File: config.mk
export PLATFORM = sky130hd
export DESIGN_NAME = w1_byte_seq
export DESIGN_NICKNAME = d
export VERILOG_FILES = /design/src/rtl/w1seq_pkg.sv /design/src/rtl/w1seq_shift.sv /design/src/rtl/w1seq_pu_req.sv /design/src/rtl/w1seq_ms_timer.sv /design/src/rtl/w1_byte_seq.sv
export SDC_FILE = /design/constraint.sdc
export NUM_CORES = 1
export LEC_CHECK = 0
export ABC_AREA = 1
export BUFFER_PORTS_ARGS = -buffer_cell sky130_fd_sc_hd__buf_2
export CAP_MARGIN = 20
export CORE_MARGIN = 2
export CORE_UTILIZATION = 40
export CTS_BUF_LIST = sky130_fd_sc_hd__clkbuf_8
export DETAILED_ROUTE_END_ITERATION = 12
export PLACE_DENSITY_LB_ADDON = 0.15
export SYNTH_ARGS = -nofsm -noshare
export SYNTH_HDL_FRONTEND = slang
export SYNTH_SLANG_ARGS = --single-unit
File: constraint.sdc
create_clock -name clk -period 2.8 [get_ports clk]
set_clock_uncertainty 0.1 [all_clocks]
set_input_delay 0 -clock clk [delete_from_list [all_inputs] [get_ports clk]]
set_output_delay 0 -clock clk [all_outputs]
set_load 0.01 [all_outputs]
File: src/rtl/w1seq_pkg.sv
package w1seq_pkg;
  typedef enum logic [1:0] {
    OP_WRITE = 2'd0,
    OP_READ  = 2'd1,
    OP_TOUCH = 2'd2,
    OP_RSVD  = 2'd3
  } op_e;

  typedef enum logic [1:0] {
    ST_IDLE = 2'd0,
    ST_SLOT = 2'd1,
    ST_HOLD = 2'd2,
    ST_DONE = 2'd3
  } st_e;
endpackage

File: src/rtl/w1seq_shift.sv
// Bit shifter: presents the lsb for the next slot and gathers samples at the msb.
module w1seq_shift #(
  parameter int BYTE_W = 8
) (
  input  logic              clk,
  input  logic              rst_n,
  input  logic              load,
  input  logic [BYTE_W-1:0] load_val,
  input  logic              step,
  input  logic              capture_bit,
  output logic              lsb,
  output logic [BYTE_W-1:0] word
);
  logic [BYTE_W-1:0] sh_q;

  always_ff @(posedge clk) begin
    if (!rst_n)    sh_q <= '0;
    else if (load) sh_q <= load_val;
    else if (step) sh_q <= {capture_bit, sh_q[BYTE_W-1:1]};
  end

  assign lsb  = sh_q[0];
  assign word = sh_q;
endmodule

File: src/rtl/w1seq_pu_req.sv
// One-shot pull-up request register: a nonzero duration means pending.
module w1seq_pu_req #(
  parameter int MS_W = 8
) (
  input  logic            clk,
  input  logic            rst_n,
  input  logic            load_en,
  input  logic [MS_W-1:0] load_ms,
  input  logic            consume,
  output logic            pending,
  output logic [MS_W-1:0] ms_out
);
  logic [MS_W-1:0] ms_q;

  always_ff @(posedge clk) begin
    if (!rst_n)       ms_q <= '0;
    else if (consume) ms_q <= '0;
    else if (load_en) ms_q <= load_ms;
  end

  assign pending = |ms_q;
  assign ms_out  = ms_q;

  // only a pending request can be consumed, and it is gone afterwards
  p_consume_pending_r10: assert property (@(posedge clk) disable iff (!rst_n)
    consume |-> pending);
  p_cleared_after_use_r10: assert property (@(posedge clk) disable iff (!rst_n)
    consume |=> !pending);
endmodule

File: src/rtl/w1seq_ms_timer.sv
// Millisecond hold timer: counts ms_in whole milliseconds of CYC_PER_MS cycles.
module w1seq_ms_timer #(
  parameter int CYC_PER_MS = 100000,
  parameter int MS_W       = 8
) (
  input  logic            clk,
  input  logic            rst_n,
  input  logic            start,
  input  logic [MS_W-1:0] ms_in,
  output logic            running,
  output logic            expire
);
  localparam int TICK_W = (CYC_PER_MS > 1) ? $clog2(CYC_PER_MS) : 1;
  localparam logic [TICK_W-1:0] TICK_LAST = TICK_W'(CYC_PER_MS - 1);

  logic [TICK_W-1:0] tick_q;
  logic [MS_W-1:0]   ms_left_q;
  logic              run_q;

  always_ff @(posedge clk) begin
    if (!rst_n) begin
      run_q     <= 1'b0;
      tick_q    <= '0;
      ms_left_q <= '0;
    end else if (start) begin
      run_q     <= 1'b1;
      tick_q    <= '0;
      ms_left_q <= ms_in;
    end else if (run_q) begin
      if (tick_q == TICK_LAST) begin
        tick_q <= '0;
        if (ms_left_q == MS_W'(1)) run_q <= 1'b0;
        else                       ms_left_q <= ms_left_q - MS_W'(1);
      end else begin
        tick_q <= tick_q + TICK_W'(1);
      end
    end
  end

  assign running = run_q;
  assign expire  = run_q && (tick_q == TICK_LAST) && (ms_left_q == MS_W'(1));

  // a hold starts only from rest and stops right after expiry
  p_start_at_rest_r8: assert property (@(posedge clk) disable iff (!rst_n)
    start |-> !running);
  p_stop_after_expire_r8: assert property (@(posedge clk) disable iff (!rst_n)
    expire |=> !running);
endmodule

File: src/rtl/w1_byte_seq.sv
module w1_byte_seq #(
  parameter int BYTE_W     = 8,
  parameter int MS_W       = 8,
  parameter int CYC_PER_MS = 100000
) (
  input  logic              clk,
  input  logic              rst_n,
  input  logic              cmd_valid,
  output logic              cmd_ready,
  input  logic [1:0]        cmd_op,
  input  logic [BYTE_W-1:0] cmd_byte,
  output logic              done,
  output logic [BYTE_W-1:0] result,
  input  logic              pu_load,
  input  logic [MS_W-1:0]   pu_ms,
  input  logic              pu_allow,
  output logic              slot_req,
  output logic              slot_bit,
  input  logic              slot_ack,
  input  logic              slot_sample,
  output logic              spu_en
);
  import w1seq_pkg::*;

  localparam int IDX_W = (BYTE_W > 1) ? $clog2(BYTE_W) : 1;
  localparam logic [IDX_W-1:0] LAST_IDX = IDX_W'(BYTE_W - 1);

  st_e             state_q;
  op_e             op_q;
  logic            allow_q;
  logic [IDX_W-1:0] bit_idx_q;

  logic            accept;
  logic            last_bit;
  logic            is_write;
  logic            ack_slot;
  logic            hold_go;
  logic            pend;
  logic [MS_W-1:0] pend_ms;
  logic            tmr_running;
  logic            tmr_expire;
  logic            use_req;
  logic            sh_lsb;
  logic [BYTE_W-1:0] sh_word;
  logic [BYTE_W-1:0] load_val;

  assign cmd_ready = (state_q == ST_IDLE);
  assign accept    = cmd_valid && cmd_ready;
  assign last_bit  = (bit_idx_q == LAST_IDX);
  assign is_write  = (op_q == OP_WRITE);
  assign ack_slot  = (state_q == ST_SLOT) && slot_ack;
  assign hold_go   = ack_slot && last_bit && is_write && pend;
  assign use_req   = (state_q == ST_HOLD) && tmr_expire;
  assign load_val  = cmd_op[0] ? {BYTE_W{1'b1}} : cmd_byte;

  w1seq_shift #(.BYTE_W(BYTE_W)) u_shift (
    .clk         (clk),
    .rst_n       (rst_n),
    .load        (accept),
    .load_val    (load_val),
    .step        (ack_slot),
    .capture_bit (is_write ? 1'b0 : slot_sample),
    .lsb         (sh_lsb),
    .word        (sh_word)
  );

  w1seq_pu_req #(.MS_W(MS_W)) u_pu_req (
    .clk     (clk),
    .rst_n   (rst_n),
    .load_en (pu_load && (state_q == ST_IDLE)),
    .load_ms (pu_ms),
    .consume (use_req),
    .pending (pend),
    .ms_out  (pend_ms)
  );

  w1seq_ms_timer #(.CYC_PER_MS(CYC_PER_MS), .MS_W(MS_W)) u_timer (
    .clk     (clk),
    .rst_n   (rst_n),
    .start   (hold_go),
    .ms_in   (pend_ms),
    .running (tmr_running),
    .expire  (tmr_expire)
  );

  always_ff @(posedge clk) begin
    if (!rst_n) begin
      state_q   <= ST_IDLE;
      op_q      <= OP_WRITE;
      allow_q   <= 1'b0;
      bit_idx_q <= '0;
    end else begin
      unique case (state_q)
        ST_IDLE: if (accept) begin
          state_q   <= ST_SLOT;
          op_q      <= op_e'(cmd_op);
          allow_q   <= pu_allow;
          bit_idx_q <= '0;
        end
        ST_SLOT: if (slot_ack) begin
          if (last_bit) state_q <= hold_go ? ST_HOLD : ST_DONE;
          else          bit_idx_q <= bit_idx_q + IDX_W'(1);
        end
        ST_HOLD: if (tmr_expire) state_q <= ST_DONE;
        ST_DONE: state_q <= ST_IDLE;
        default: state_q <= ST_IDLE;
      endcase
    end
  end

  assign slot_req = (state_q == ST_SLOT);
  assign slot_bit = sh_lsb;
  assign spu_en   = allow_q &&
                    (((state_q == ST_SLOT) && last_bit && is_write && pend) ||
                     (state_q == ST_HOLD));
  assign done     = (state_q == ST_DONE);
  assign result   = sh_word;

  // Checker-only count of acknowledged slots since acceptance
  logic [IDX_W:0] chk_acks_q;
  always_ff @(posedge clk) begin
    if (!rst_n)        chk_acks_q <= '0;
    else if (accept)   chk_acks_q <= '0;
    else if (ack_slot) chk_acks_q <= chk_acks_q + (IDX_W+1)'(1);
  end

  // eight acknowledged slots before every completion
  p_eight_slots_r1: assert property (@(posedge clk) disable iff (!rst_n)
    done |-> (chk_acks_q == (IDX_W+1)'(BYTE_W)));
  // request held with a stable bit until acknowledged
  p_req_held_r5: assert property (@(posedge clk) disable iff (!rst_n)
    (slot_req && !slot_ack) |=> (slot_req && $stable(slot_bit)));
  // no new command while a slot or the pull-up is active
  p_closed_when_busy_r6: assert property (@(posedge clk) disable iff (!rst_n)
    (slot_req || spu_en || tmr_running) |-> !cmd_ready);
  // pull-up rises only alongside a slot request
  p_spu_rise_with_slot_r7: assert property (@(posedge clk) disable iff (!rst_n)
    $rose(spu_en) |-> slot_req);
  // pull-up ends exactly into completion
  p_spu_fall_at_done_r8: assert property (@(posedge clk) disable iff (!rst_n)
    $fell(spu_en) |-> done);
  // completion is a single-cycle pulse
  p_done_pulse_r14: assert property (@(posedge clk) disable iff (!rst_n)
    done |=> !done);
endmodule

== Yosys cells after proc, flatten, opt, wreduce, memory -nomap -nowiden ==
Cells that the tools add are included.
W data, S select, Z words.

* Bits in registers: 50
* Bits in latches: 0
* RAM bits: 0
* Memory bits (read-only): 0
* Input bits: 25
* Word-level logic and storage cells: 75
* Memories: 0

* Add/subtract/negate cells: 3
* $mul: 0
* Divide/modulo/power cells: 0
* Order comparisons: 0
* Eq/ne operators: 12
* Shift operators: 0
* Multiplexer cells: 23
* Bitwise operators: 1
* Reduce and logical (&&, ||, !) cells: 27

{| class="wikitable"
|+ Operators with widths
! operator !! count
|-
| $mux W8 || 7
|-
| $add A17 B1 Y17 const B || 1
|-
| $eq A17 B17 Y1 const B || 1
|-
| $mux W17 || 1
|-
| $logic_and A1 B1 Y1 || 13
|-
| $mux W3 || 3
|-
| $eq A8 B1 Y1 const B || 1
|-
| $mux W2 || 4
|-
| $pmux W2 S4 || 1
|-
| $reduce_and A4 Y1 || 2
|-
| $reduce_bool A2 Y1 || 4
|-
| $reduce_or A8 Y1 || 1
|-
| $sub A8 B1 Y8 const B || 1
|-
| $mux W1 || 6
|-
| $ne A2 B1 Y1 const B || 3
|-
| $ne A2 B2 Y1 const B || 3
|-
| $pmux W3 S2 || 1
|-
| $eq A2 B2 Y1 const B || 2
|-
| $logic_not A2 Y1 || 2
|-
| $reduce_or A2 Y1 || 2
|-
| $add A3 B1 Y3 const B || 1
|-
| $eq A3 B3 Y1 const B || 1
|-
| $reduce_and A3 Y1 || 1
|-
| $eq A2 B1 Y1 const B || 1
|-
| other kinds (3) || 3
|}

== Logic depth before layout (Yosys ltp) ==
Gate-level depths: netlist (run 1).

* Depth in word-level cells: 9
* Depth in mapped cells: 11

== Cells and area by module ==
Synthesis (run 1) repeated with hierarchy kept, for this count alone.

* Cell total of the unflattened synthesis: 428
* Area, all modules: 2894.0 um2

{| class="wikitable"
|+ Modules (own cells, without submodules)
! module !! instances !! cells an instance !! area an instance (um2)
|-
| w1seq_ms_timer || 1 || 225 || 1519.0
|-
| w1_byte_seq || 1 || 85 || 609.3
|-
| w1seq_shift || 1 || 67 || 426.7
|-
| w1seq_pu_req || 1 || 51 || 339.1
|}

== Worst setup path before layout (run 1) ==
OpenSTA, ideal clock, no wires.

* Kind: reg2reg
* Start: reg state_q[1]
* End: reg u_timer.ms_left_q[3]
* Arrival: 1540 ps
* Path slack: 1021 ps
* Stages on the path, launching flop included: 12
* Path buffers: 2
* Cells stage by stage: dfxtp_1 inv_1 ha_1 buf_4 nand2_2 nor3_4 nand2_4 buf_4 nand2_1 nand2_1 nand2_2 a21oi_2

* Longest elaborated chain between the ends: 7
* Elaborated cells on any way between the ends: 10

{| class="wikitable"
|+ Ends and longest elaborated chain
! item !! RTL line !! RTL
|-
| start: declaration || w1_byte_seq.sv:28 || <nowiki>st_e state_q;</nowiki>
|-
| start signal: assignment || w1_byte_seq.sv:101 || <nowiki>if (last_bit) state_q <= hold_go ? ST_HOLD : ST_DONE;</nowiki>
|-
| $eq A2 B1 Y1 (*) || -- ||
|-
| net slot_req || w1_byte_seq.sv:17 || <nowiki>output logic slot_req,</nowiki>
|-
| $logic_and A1 B1 Y1 (*) || w1_byte_seq.sv:51 || <nowiki>assign ack_slot = (state_q == ST_SLOT) && slot_ack;</nowiki>
|-
| $logic_and A1 B1 Y1 (*) (3 in a row) || w1_byte_seq.sv:52 || <nowiki>assign hold_go = ack_slot && last_bit && is_write && pend;</nowiki>
|-
| $ne A2 B2 Y1 (no line) / $reduce_bool A2 Y1 (equally long branches) || -- ||
|-
| $reduce_and A3 Y1 (no line) || -- ||
|-
| end signal: assignment || w1seq_ms_timer.sv:28 || <nowiki>ms_left_q <= ms_in;</nowiki>
|-
| end signal: assignment || w1seq_ms_timer.sv:33 || <nowiki>else ms_left_q <= ms_left_q - MS_W'(1);</nowiki>
|-
| end: declaration || w1seq_ms_timer.sv:17 || <nowiki>logic [MS_W-1:0] ms_left_q;</nowiki>
|}

The timed path passes the listed nets; every way through them passes the cells marked *.
A chain may end at the register's enable or synchronous reset.

== Worst setup path after layout (run 1) ==
* Start: reg state_q[0]
* End: reg u_shift.sh_q[7] (netlist: u_shift.word[7])

* Longest elaborated chain between the ends: 3
* Elaborated cells on any way between the ends: 6

{| class="wikitable"
|+ Ends and longest elaborated chain
! item !! RTL line !! RTL
|-
| $eq A2 B1 Y1 / $logic_not A2 Y1 (equally long branches) || w1_byte_seq.sv:51, w1_byte_seq.sv:47 ||
|-
| $logic_and A1 B1 Y1 (on tied branches) || w1_byte_seq.sv:51, w1_byte_seq.sv:48 ||
|-
| $reduce_bool A2 Y1 (no line) / $mux W8 (equally long branches) || -- ||
|-
| end signal: assignment || w1seq_shift.sv:18 || <nowiki>else if (load) sh_q <= load_val;</nowiki>
|-
| end signal: assignment || w1seq_shift.sv:19 || <nowiki>else if (step) sh_q <= {capture_bit, sh_q[BYTE_W-1:1]};</nowiki>
|-
| end: declaration || w1seq_shift.sv:14 || <nowiki>logic [BYTE_W-1:0] sh_q;</nowiki>
|}

Parallel ways exist; a longest one is shown, timed or not.

==> run_summary.xml, run 1 <==
<?xml version="1.0" encoding="UTF-8"?>
<metrics>
  <group name="run_status">
    <metric name="run_status" unit="">complete, no violations</metric>
  </group>
  <group name="cts">
    <metric name="cts.path.max_buffers" unit="">2</metric>
    <metric name="cts.sink_count" unit="">50</metric>
    <metric name="numCtsBuffers" unit="">5</metric>
    <metric name="ctsRootBufferMaster" unit="">clkbuf_8</metric>
    <metric name="cts.clk_slew.worst_paths" unit="ps">100</metric>
    <metric name="cts_h_tree_depth" unit="">2</metric>
    <metric name="post_cts_buffers" unit="">0</metric>
    <metric name="insertion_delay" unit="ps">310</metric>
    <metric name="tritoncts" unit="">built</metric>
  </group>
  <group name="synth">
    <metric name="number_of_flops_mapped_to_enable_cells_by_yosys" unit="">0</metric>
    <metric name="synth-async-reset-ratio" unit="">0</metric>
    <metric name="number_of_instances_in_the_synthesized_netlist" unit="">376</metric>
    <metric name="synth_net_count" unit="">410</metric>
    <metric name="synthDistinctLibCells" unit="">38</metric>
    <metric name="sequential_cell_area_fraction_in_the_yosys_report" unit="">0.357</metric>
    <metric name="ys_warn_count" unit="">0</metric>
    <metric name="count_of_state_elements_after_synthesis" unit="">50</metric>
    <metric name="syn_avg_cell_area" unit="um2">7.45</metric>
    <metric name="post_synth_instance_area" unit="um2">2800</metric>
    <metric name="most_frequently_used_flop_master_after_synthesis" unit="">dfxtp_1</metric>
  </group>
  <group name="setup_path">
    <metric name="r2r-end" unit="">u_shift.word[7]</metric>
    <metric name="cp-startpoint" unit="">state_q[0]</metric>
    <metric name="crit_path_max_fanout" unit="">13</metric>
    <metric name="crit_path_end_kind" unit="">flip-flop</metric>
    <metric name="r2r_setup_slack" unit="ps">310</metric>
    <metric name="crit_type" unit="">flip-flop to flip-flop</metric>
    <metric name="required" unit="ps">2910</metric>
    <metric name="critical_path.endpoint" unit="">u_shift.word[7]</metric>
    <metric name="ff2ff_path_depth" unit="">9</metric>
    <metric name="crit-reg2reg-launch" unit="">state_q[0]</metric>
    <metric name="critical_path.startpoint_type" unit="">flip-flop</metric>
    <metric name="cp.arrival" unit="ps">2600</metric>
  </group>
  <group name="finish">
    <metric name="share_of_final_layout_standard_cells_stronger_than_drive_strength_1" unit="">0.229</metric>
    <metric name="multi_input_area" unit="um2">1600</metric>
    <metric name="nets" unit="">483</metric>
    <metric name="post-route-cell-area" unit="um2">3560</metric>
    <metric name="insertedDiodeCount" unit="">0</metric>
    <metric name="n_fill_cell" unit="">652</metric>
    <metric name="regArea" unit="um2">1000</metric>
    <metric name="synthToLayoutAreaGrowth" unit="%">27.3</metric>
  </group>
  <group name="route">
    <metric name="post_drt_wl_per_cell" unit="um">11.9</metric>
    <metric name="wl" unit="um">6520</metric>
    <metric name="vias" unit="">2609</metric>
    <metric name="routed_via_density" unit="">4.78</metric>
    <metric name="initialDrtViolationCount" unit="">111</metric>
    <metric name="drt_pre_antenna_iters" unit="">4</metric>
    <metric name="drt.antenna.violating_nets" unit="">0</metric>
    <metric name="remaining_drc_errors" unit="">0</metric>
  </group>
  <group name="floorplan">
    <metric name="io-pin-count" unit="">38</metric>
    <metric name="initial_utilization" unit="">0.412</metric>
    <metric name="design.die.area" unit="um2">7690</metric>
    <metric name="die_h" unit="um">87.7</metric>
    <metric name="chipWidth" unit="um">87.7</metric>
    <metric name="placement_rows" unit="">30</metric>
    <metric name="core_area" unit="um2">6790</metric>
  </group>
  <group name="timing">
    <metric name="final-max-slew-violation-count" unit="">0</metric>
    <metric name="finalWorstPathRequiredPeriod" unit="ps">2490</metric>
    <metric name="worst_slew_margin_rel" unit="">0.526</metric>
    <metric name="final_min_period_over_clock_period" unit="">0.888</metric>
    <metric name="post_route_setup_tns" unit="ps">0</metric>
    <metric name="clock.fmax" unit="MHz">402</metric>
    <metric name="unrepaired_setup_endpoints_after_global_routing" unit="">false</metric>
    <metric name="worst-slew-pin-transition" unit="ps">711</metric>
    <metric name="setup_viol_count_final" unit="">0</metric>
    <metric name="finalHoldViolCount" unit="">0</metric>
  </group>
  <group name="worst_hold_path">
    <metric name="worst_min_path_class" unit="">input port to flip-flop</metric>
    <metric name="worst_hold_path.num_cells" unit="">3</metric>
  </group>
  <group name="power_and_ir_drop">
    <metric name="power.leakage" unit="nW">1.42</metric>
    <metric name="powerDensity" unit="nW/um2">608</metric>
    <metric name="vdd.ir_drop.worst" unit="uV">391</metric>
  </group>
  <group name="global_route">
    <metric name="grt_util_all_layers" unit="">0.183</metric>
    <metric name="antenna_found_initial" unit="">0</metric>
    <metric name="grt_pass1_vias" unit="">2536</metric>
    <metric name="global_route_wire_length_before_repair" unit="um">11400</metric>
    <metric name="grt_start_max_net_pins" unit="">20</metric>
    <metric name="gr-total-overflow" unit="">0</metric>
  </group>
  <group name="run">
    <metric name="max_cap_viol_count" unit="">0</metric>
  </group>
  <group name="place">
    <metric name="dpl_cell_area" unit="um2">3060</metric>
    <metric name="detailedPlacementHpwl" unit="um">4400</metric>
    <metric name="numPortBuffers" unit="">37</metric>
    <metric name="global_placer_s_final_weighted_congestion" unit="">0.868</metric>
  </group>
</metrics>
## through the flow
stage	util	total power, mW	cells	setup slack [ps]	hold WS (ps)
finish	0.524	2.17	546	312	101
global route	0.524	2.32	546	136	103
floorplan	-	1.35	376	1020	38.4
detailed placement	0.450	1.51	500	668	175
global placement	0.450	1.51	500	658	162
CTS	0.523	2.16	546	122	23.3
## cells in the mapped netlist (all sizes together), types with 2 or more instances
| master | n | area, um2 |
|---|---|---|
| ha | 9 | 113 |
| buf | 7 | 41.3 |
| nand3 | 45 | 260 |
| clkbuf | 2 | 7.51 |
| nor3 | 10 | 76.3 |
| o22ai | 8 | 50.1 |
| o21ai | 17 | 96.3 |
| xor2 | 7 | 61.3 |
| nor2 | 50 | 243 |
| a21oi | 36 | 240 |
| nand2 | 84 | 372 |
| nand4 | 5 | 31.3 |
| xnor2 | 2 | 17.5 |
| dfxtp | 50 | 1000 |
| inv | 38 | 148 |
## cell type report
class / count / share of cell area
clock buffer: 5 / 0.0193
inverter: 39 / 0.0435
tap: 96 / 0.0337
sequential: 50 / 0.281
timing repair buffer: 75 / 0.159
multi-input combinational: 278 / 0.450
clock inverter: 3 / 0.0137
## registers in the layout (all words and copies together), names as in the netlist
name,flops
allow_q,1
bit_idx_q,3
op_q,2
state_q,2
u_pu_req.ms_out,8
u_shift.word,8
u_timer.ms_left_q,8
u_timer.running,1
u_timer.tick_q,17
## metal layers
metal | up-vias | share of wire | GRT usage | routed length (um)
met4 | 0 | 0.010 | 0.0476 | 68
met5 | - | 0 | 0 | 0
li1 | 1386 | - | - | -
met1 | 1170 | 0.49 | 0.242 | 3220
met3 | 6 | 0.035 | 0.0386 | 228
met2 | 47 | 0.46 | 0.304 | 3000
## power by group
group | internal (mW) | leakage [nW] | switching (mW)
clock | 0.273 | 0.0563 | 0.267
sequential | 0.813 | 0.407 | 0.0810
combinational | 0.328 | 0.955 | 0.406
total | 1.41 | 1.42 | 0.754
## kinds of logic after synthesis
group	after synthesis	share of synthesized area
flops	50	0.357
simple gates	197	0.358
xor+xnor	9	0.0282
buf+inv	48	0.0715
compound gates	63	0.144
fa+ha+maj	9	0.0402
## cell usage in the layout (no fill, tap or decap), drive strengths merged
master,Yosys,layout
nor4,1,1
dfxtp,50,50
o211a,1,1
clkbuf,2,5
clkinvlp,0,2
inv,38,39
and2,1,1
xor2,7,7
a21oi,36,36
nor3,10,10
buf,7,37
xnor2,2,2
nand4,5,5
o22ai,8,8
ha,9,9
nand2,84,84
nor2,50,50
o211ai,1,1
nand3,45,45
dlygate4sd3,0,38
or2,1,1
bufinv,0,1
o21ai,17,17
## worst min path at each step
stage | startpoint | endpoint
final | cmd_valid | allow_q
after detailed placement | pu_ms[0] | u_pu_req.ms_out[0]
after global routing | cmd_valid | allow_q
after CTS | cmd_valid | allow_q
after global placement | cmd_op[1] | op_q[1]
after floorplan | rst_n | allow_q
## critical path: stages, from the launching register on
cell	delay (ps)
dfxtp_1	390
inv_1	110
ha_2	280
nand2_1	290
clkinvlp_4	280
o21ai_0	130
nand3_1	100
dlygate4sd3_1	580
o211ai_1	80
inv_1	50
## what timing repair did
action,CTS,global route
endpoints found under the hold margin,22,0
hold buffers,38,0
endpoints found under the setup margin,0,8
gates resized for setup,0,3
No activity file was read; power rests on OpenSTA's default activity.
==> run 2: changes to the inputs <==
CAP_MARGIN = unset   (was 20)
CORE_UTILIZATION = 50   (was 40)
RECOVER_POWER = 50   (was unset)
==> run_summary.xml, run 2 (synthesis results as in run 1) <==
<?xml version="1.0" encoding="UTF-8"?>
<metrics>
  <group name="run_status">
    <metric name="run_status" unit="">complete, no violations</metric>
  </group>
  <group name="route">
    <metric name="drt.antenna.violating_nets" unit="">0</metric>
    <metric name="routed_via_density" unit="">5.08</metric>
    <metric name="post_drt_wl_per_cell" unit="um">12.5</metric>
    <metric name="drt_pre_antenna_iters" unit="">5</metric>
    <metric name="remaining_drc_errors" unit="">0</metric>
    <metric name="initialDrtViolationCount" unit="">176</metric>
    <metric name="wl" unit="um">6540</metric>
    <metric name="vias" unit="">2650</metric>
  </group>
  <group name="floorplan">
    <metric name="die_h" unit="um">78.8</metric>
    <metric name="design.die.area" unit="um2">6210</metric>
    <metric name="initial_utilization" unit="">0.512</metric>
    <metric name="io-pin-count" unit="">38</metric>
    <metric name="core_area" unit="um2">5470</metric>
    <metric name="chipWidth" unit="um">78.8</metric>
    <metric name="placement_rows" unit="">27</metric>
  </group>
  <group name="place">
    <metric name="global_placer_s_final_weighted_congestion" unit="">0.832</metric>
    <metric name="numPortBuffers" unit="">37</metric>
    <metric name="detailedPlacementHpwl" unit="um">4390</metric>
    <metric name="dpl_cell_area" unit="um2">3030</metric>
  </group>
  <group name="timing">
    <metric name="finalWorstPathRequiredPeriod" unit="ps">2510</metric>
    <metric name="clock.fmax" unit="MHz">398</metric>
    <metric name="setup_viol_count_final" unit="">0</metric>
    <metric name="final_min_period_over_clock_period" unit="">0.898</metric>
    <metric name="finalHoldViolCount" unit="">0</metric>
    <metric name="final-max-slew-violation-count" unit="">0</metric>
    <metric name="worst-slew-pin-transition" unit="ps">931</metric>
    <metric name="worst_slew_margin_rel" unit="">0.375</metric>
    <metric name="post_route_setup_tns" unit="ps">0</metric>
    <metric name="unrepaired_setup_endpoints_after_global_routing" unit="">false</metric>
  </group>
  <group name="finish">
    <metric name="insertedDiodeCount" unit="">0</metric>
    <metric name="largest_reg_flops" unit="">17</metric>
    <metric name="synthToLayoutAreaGrowth" unit="%">24.8</metric>
    <metric name="share_of_final_layout_standard_cells_stronger_than_drive_strength_1" unit="">0.184</metric>
    <metric name="post-route-cell-area" unit="um2">3490</metric>
    <metric name="registers.top_by_ff_count" unit="">u_timer.tick_q</metric>
    <metric name="final_cell_mix" unit="">nand2_1 (70), dfxtp_1 (50), nor2_1 (44), nand3_1 (41), dlygate4sd3_1 (38)</metric>
    <metric name="nets" unit="">483</metric>
    <metric name="commonest_non_fill_non_tap_cell_in_the_layout" unit="">nand2_1</metric>
  </group>
  <group name="cts">
    <metric name="cts_h_tree_depth" unit="">2</metric>
    <metric name="insertion_delay" unit="ps">310</metric>
    <metric name="ctsRootBufferMaster" unit="">clkbuf_8</metric>
    <metric name="cts.path.max_buffers" unit="">2</metric>
    <metric name="numCtsBuffers" unit="">5</metric>
    <metric name="tritoncts" unit="">built</metric>
    <metric name="cts.sink_count" unit="">50</metric>
    <metric name="cts.clk_slew.worst_paths" unit="ps">90</metric>
  </group>
  <group name="power_and_ir_drop">
    <metric name="powerDensity" unit="nW/um2">638</metric>
    <metric name="vdd.ir_drop.worst" unit="uV">481</metric>
    <metric name="power.leakage" unit="nW">1.38</metric>
  </group>
  <group name="setup_path">
    <metric name="r2r_setup_slack" unit="ps">290</metric>
    <metric name="critical_path.endpoint" unit="">u_timer.tick_q[16]</metric>
    <metric name="required" unit="ps">2900</metric>
    <metric name="cp.arrival" unit="ps">2620</metric>
    <metric name="r2r-end" unit="">u_timer.tick_q[16]</metric>
    <metric name="crit-reg2reg-launch" unit="">state_q[1]</metric>
    <metric name="crit_path_end_kind" unit="">flip-flop</metric>
    <metric name="ff2ff_path_depth" unit="">9</metric>
    <metric name="critical_path.startpoint_type" unit="">flip-flop</metric>
    <metric name="crit_type" unit="">flip-flop to flip-flop</metric>
    <metric name="cp-startpoint" unit="">state_q[1]</metric>
    <metric name="crit_path_max_fanout" unit="">19</metric>
  </group>
  <group name="run">
    <metric name="max_cap_viol_count" unit="">0</metric>
  </group>
  <group name="global_route">
    <metric name="global_route_wire_length_before_repair" unit="um">11500</metric>
    <metric name="antenna_found_initial" unit="">0</metric>
    <metric name="grt_pass1_vias" unit="">2538</metric>
    <metric name="gr-total-overflow" unit="">0</metric>
    <metric name="grt_util_all_layers" unit="">0.229</metric>
    <metric name="grt_start_max_net_pins" unit="">20</metric>
  </group>
  <group name="worst_hold_path">
    <metric name="worst_min_path_class" unit="">input port to flip-flop</metric>
  </group>
</metrics>
## run 2: cell types whose count changed in the layout (fill, tap and decap cells not counted), moves of 2 or more
cell	change
a21oi_1	+3
a21oi_2	-3
buf_2	-12
clkbuf_1	+12
nand2_1	+2
## run 2: what timing repair did
action,in CTS,in global routing
setup endpoints to repair,0,4
gates resized for setup,0,3
setup buffers,0,0
endpoints found under the hold margin,22,0
hold buffers,38,0
## run 2: per-stage QoR
step                std cells  worst slack (ps)   util  power [mW]  hold slack [ps]
global route              522               113  0.639        2.37              109
floorplan                 376              1020      -        1.35             38.4
finish                    522               287  0.639        2.23             96.1
CTS                       522               211  0.649        2.25             3.13
detailed placement        476               772  0.553        1.51              173
global placement          476               868  0.553        1.49              165
## run 2: layer usage
metal	GRT usage	up-vias	part of all wire
met5	0	-	0
met4	0.0672	0	0.013
met3	0.0420	7	0.034
met2	0.380	46	0.47
met1	0.305	1215	0.48
li1	-	1382	-
## run 2: where the power goes
group	internal (mW)	leakage, nW	switching (mW)
clock network	0.381	0.0714	0.246
registers	0.813	0.407	0.0809
logic	0.311	0.897	0.399
## run 2: worst min-delay path by stage
stage / from / cells after the start / endpoint
finish: cmd_valid / 3 / allow_q
global route: cmd_valid / 3 / allow_q
CTS: cmd_valid / 3 / allow_q
detailed placement: cmd_op[1] / 3 / op_q[1]
global placement: cmd_op[1] / 3 / op_q[1]
floorplan: rst_n / 2 / allow_q
## run 2: final cells by class
class,count,area [um2]
well taps,72,90.1
multi-input cells,278,1560
clock inverters,2,60.1
repair buffers,75,551
inverters,39,155
flip-flops and latches,50,1000
fillers,477,1980
clock buffers,6,82.6
## run 2: worst max-delay path, stage by stage, from the launching register on
cell and delay [ps]:
dfxtp_1 340, inv_1 110, ha_1 340, nand2_1 190, nor3_4 190, nand2_1 520
inv_6 280, nor2_2 90, nand2_2 180, nor2_1 60
==> run 3: changes to the inputs <==
CORE_MARGIN = unset   (was 2)
CORE_UTILIZATION = 60   (was 50)
==> run_summary.xml, run 3 (synthesis results as in run 1) <==
<?xml version="1.0" encoding="UTF-8"?>
<metrics>
  <group name="timing">
    <metric name="final-max-slew-violation-count" unit="">0</metric>
    <metric name="finalWorstPathRequiredPeriod" unit="ps">2680</metric>
    <metric name="worst-slew-pin-transition" unit="ps">1060</metric>
    <metric name="clock.fmax" unit="MHz">373</metric>
    <metric name="final_min_period_over_clock_period" unit="">0.958</metric>
    <metric name="post_route_setup_tns" unit="ps">0</metric>
    <metric name="finalHoldViolCount" unit="">0</metric>
    <metric name="worst_slew_margin_rel" unit="">0.287</metric>
    <metric name="smallest_hold_slack" unit="ps">166</metric>
    <metric name="setup_viol_count_final" unit="">0</metric>
    <metric name="unrepaired_setup_endpoints_after_global_routing" unit="">false</metric>
  </group>
  <group name="setup_path">
    <metric name="crit_path_top_delay_cell" unit="">dlygate4sd3_1</metric>
    <metric name="critical_path.most_common_cell" unit="">dlygate4sd3_1</metric>
    <metric name="crit_path_end_kind" unit="">flip-flop</metric>
    <metric name="crit-reg2reg-launch" unit="">state_q[0]</metric>
    <metric name="critical_path.startpoint_type" unit="">flip-flop</metric>
    <metric name="cp_top_family" unit="">buffers and inverters</metric>
    <metric name="crit_path_max_fanout" unit="">13</metric>
    <metric name="cp-startpoint" unit="">state_q[0]</metric>
    <metric name="timing.critical_path.buf_inv" unit="">3</metric>
    <metric name="timing.critical_path.cells" unit="">inv_1, ha_2, nand2_2, o21ai_0, dlygate4sd3_1, a21oi_1, dlygate4sd3_1</metric>
    <metric name="crit_type" unit="">flip-flop to flip-flop</metric>
    <metric name="required" unit="ps">2910</metric>
    <metric name="cp.arrival" unit="ps">2790</metric>
    <metric name="max_stage_delay" unit="ps">580</metric>
  </group>
  <group name="finish">
    <metric name="synthToLayoutAreaGrowth" unit="%">24.8</metric>
    <metric name="n_fill_cell" unit="">287</metric>
    <metric name="final_cell_mix" unit="">nand2_1 (68), dfxtp_1 (50), nor2_1 (44), nand3_1 (42), dlygate4sd3_1 (39)</metric>
    <metric name="commonest_non_fill_non_tap_cell_in_the_layout" unit="">nand2_1</metric>
    <metric name="largest_reg_flops" unit="">17</metric>
    <metric name="insertedDiodeCount" unit="">0</metric>
    <metric name="registers.top_by_ff_count" unit="">u_timer.tick_q</metric>
    <metric name="nets" unit="">484</metric>
    <metric name="share_of_final_layout_standard_cells_stronger_than_drive_strength_1" unit="">0.191</metric>
  </group>
  <group name="floorplan">
    <metric name="design.die.area" unit="um2">4940</metric>
    <metric name="initial_utilization" unit="">0.634</metric>
    <metric name="io-pin-count" unit="">38</metric>
    <metric name="die_h" unit="um">70.3</metric>
    <metric name="core_area" unit="um2">4410</metric>
    <metric name="placement_rows" unit="">24</metric>
    <metric name="chipWidth" unit="um">70.3</metric>
  </group>
  <group name="power_and_ir_drop">
    <metric name="netSwitchingPower" unit="mW">0.881</metric>
    <metric name="power.leakage" unit="nW">1.38</metric>
    <metric name="powerDensity" unit="nW/um2">679</metric>
    <metric name="combinational_share_of_power" unit="">0.354</metric>
    <metric name="seq_power_share" unit="">0.385</metric>
    <metric name="power.share.switching" unit="">0.372</metric>
    <metric name="vdd.ir_drop.worst" unit="uV">501</metric>
    <metric name="power.clock.fraction" unit="">0.262</metric>
    <metric name="p_int" unit="mW">1.49</metric>
  </group>
  <group name="place">
    <metric name="detailedPlacementHpwl" unit="um">4310</metric>
    <metric name="numPortBuffers" unit="">37</metric>
    <metric name="global_placer_s_final_weighted_congestion" unit="">0.862</metric>
  </group>
  <group name="cts">
    <metric name="cts.sink_count" unit="">50</metric>
    <metric name="cts_h_tree_depth" unit="">2</metric>
    <metric name="tritoncts" unit="">built</metric>
    <metric name="ctsRootBufferMaster" unit="">clkbuf_8</metric>
    <metric name="cts.path.max_buffers" unit="">2</metric>
    <metric name="cts.clk_slew.worst_paths" unit="ps">100</metric>
    <metric name="numCtsBuffers" unit="">5</metric>
    <metric name="insertion_delay" unit="ps">320</metric>
    <metric name="post_cts_buffers" unit="">0</metric>
  </group>
  <group name="route">
    <metric name="initialDrtViolationCount" unit="">262</metric>
    <metric name="drt_pre_antenna_iters" unit="">5</metric>
    <metric name="routed_via_density" unit="">5.91</metric>
    <metric name="drt.antenna.violating_nets" unit="">0</metric>
    <metric name="wl" unit="um">8450</metric>
    <metric name="post_drt_wl_per_cell" unit="um">16.8</metric>
    <metric name="remaining_drc_errors" unit="">0</metric>
    <metric name="vias" unit="">2971</metric>
  </group>
  <group name="worst_hold_path">
    <metric name="worst_min_path_class" unit="">input port to flip-flop</metric>
    <metric name="hold_crit_start" unit="">cmd_valid</metric>
  </group>
  <group name="run_status">
    <metric name="run_status" unit="">complete, no violations</metric>
  </group>
  <group name="global_route">
    <metric name="global_route_wire_length_before_repair" unit="um">13700</metric>
    <metric name="gr-total-overflow" unit="">0</metric>
    <metric name="antenna_found_initial" unit="">0</metric>
    <metric name="grt_start_max_net_pins" unit="">20</metric>
    <metric name="grt_pass1_vias" unit="">2817</metric>
    <metric name="grt_util_all_layers" unit="">0.352</metric>
  </group>
  <group name="run">
    <metric name="max_cap_viol_count" unit="">0</metric>
  </group>
</metrics>
-- run 3: timing repair --
action / CTS / global route
endpoints found under the hold margin: 22 / 0
resized for setup: 0 / 4
hold buffers: 39 / 0
setup endpoints to repair: 0 / 9
-- run 3: metal layers --
layer / vias up / GRT usage / wire length [um]
met5: - / 0 / 0
met4: 0 / 0.176 / 431
met3: 46 / 0.0563 / 561
met2: 167 / 0.593 / 4130
met1: 1369 / 0.431 / 3330
li1: 1389 / - / -
-- run 3: worst reg2reg max path: stages, from the launching register on --
cell and delay, ps:
dfxtp_1 370, inv_1 170, ha_2 380, nand2_2 200, o21ai_0 170, dlygate4sd3_1 560, a21oi_1 60, dlygate4sd3_1 580
-- run 3: through the flow --
stage	util	power (mW)	cell area (um2)	cells	setup slack (ps)
2_1_floorplan	-	1.35	2800	376	1020
3_3_place_gp	0.680	1.49	3000	456	839
3_5_place_dp	0.680	1.50	3000	456	779
4_1_cts	0.800	2.23	3530	503	113
5_1_grt	0.791	2.45	3490	503	56.8
6_report	0.791	2.37	3490	503	118
-- run 3: worst paths after layout --
path	to	slack (ps)	cells after the start
min	op_q[0]	170	4
min reg2reg	u_timer.tick_q[15]	370	2
max	allow_q	120	7
max reg2reg	allow_q	120	7
-- run 3: power groups by stage --
stage                     clock (mW)  sequential [mW]  combinational [mW]
after floorplan                    0            0.910               0.437
after global placement             0            0.902               0.584
after detailed placement           0            0.905               0.598
after CTS                      0.618            0.890               0.723
after global routing           0.639            0.920               0.888
final                          0.621            0.912               0.838
-- run 3: cell type report --
cell class              instances  area (um2)  share of cell area
inverters                      39         155              0.0444
clock inverters                 3        68.8              0.0197
multi-input cells             278        1570               0.451
repair buffers                 76         561               0.160
clock buffers                   5        68.8              0.0197
well taps                      52        65.1              0.0186
flip-flops and latches         50        1000               0.287
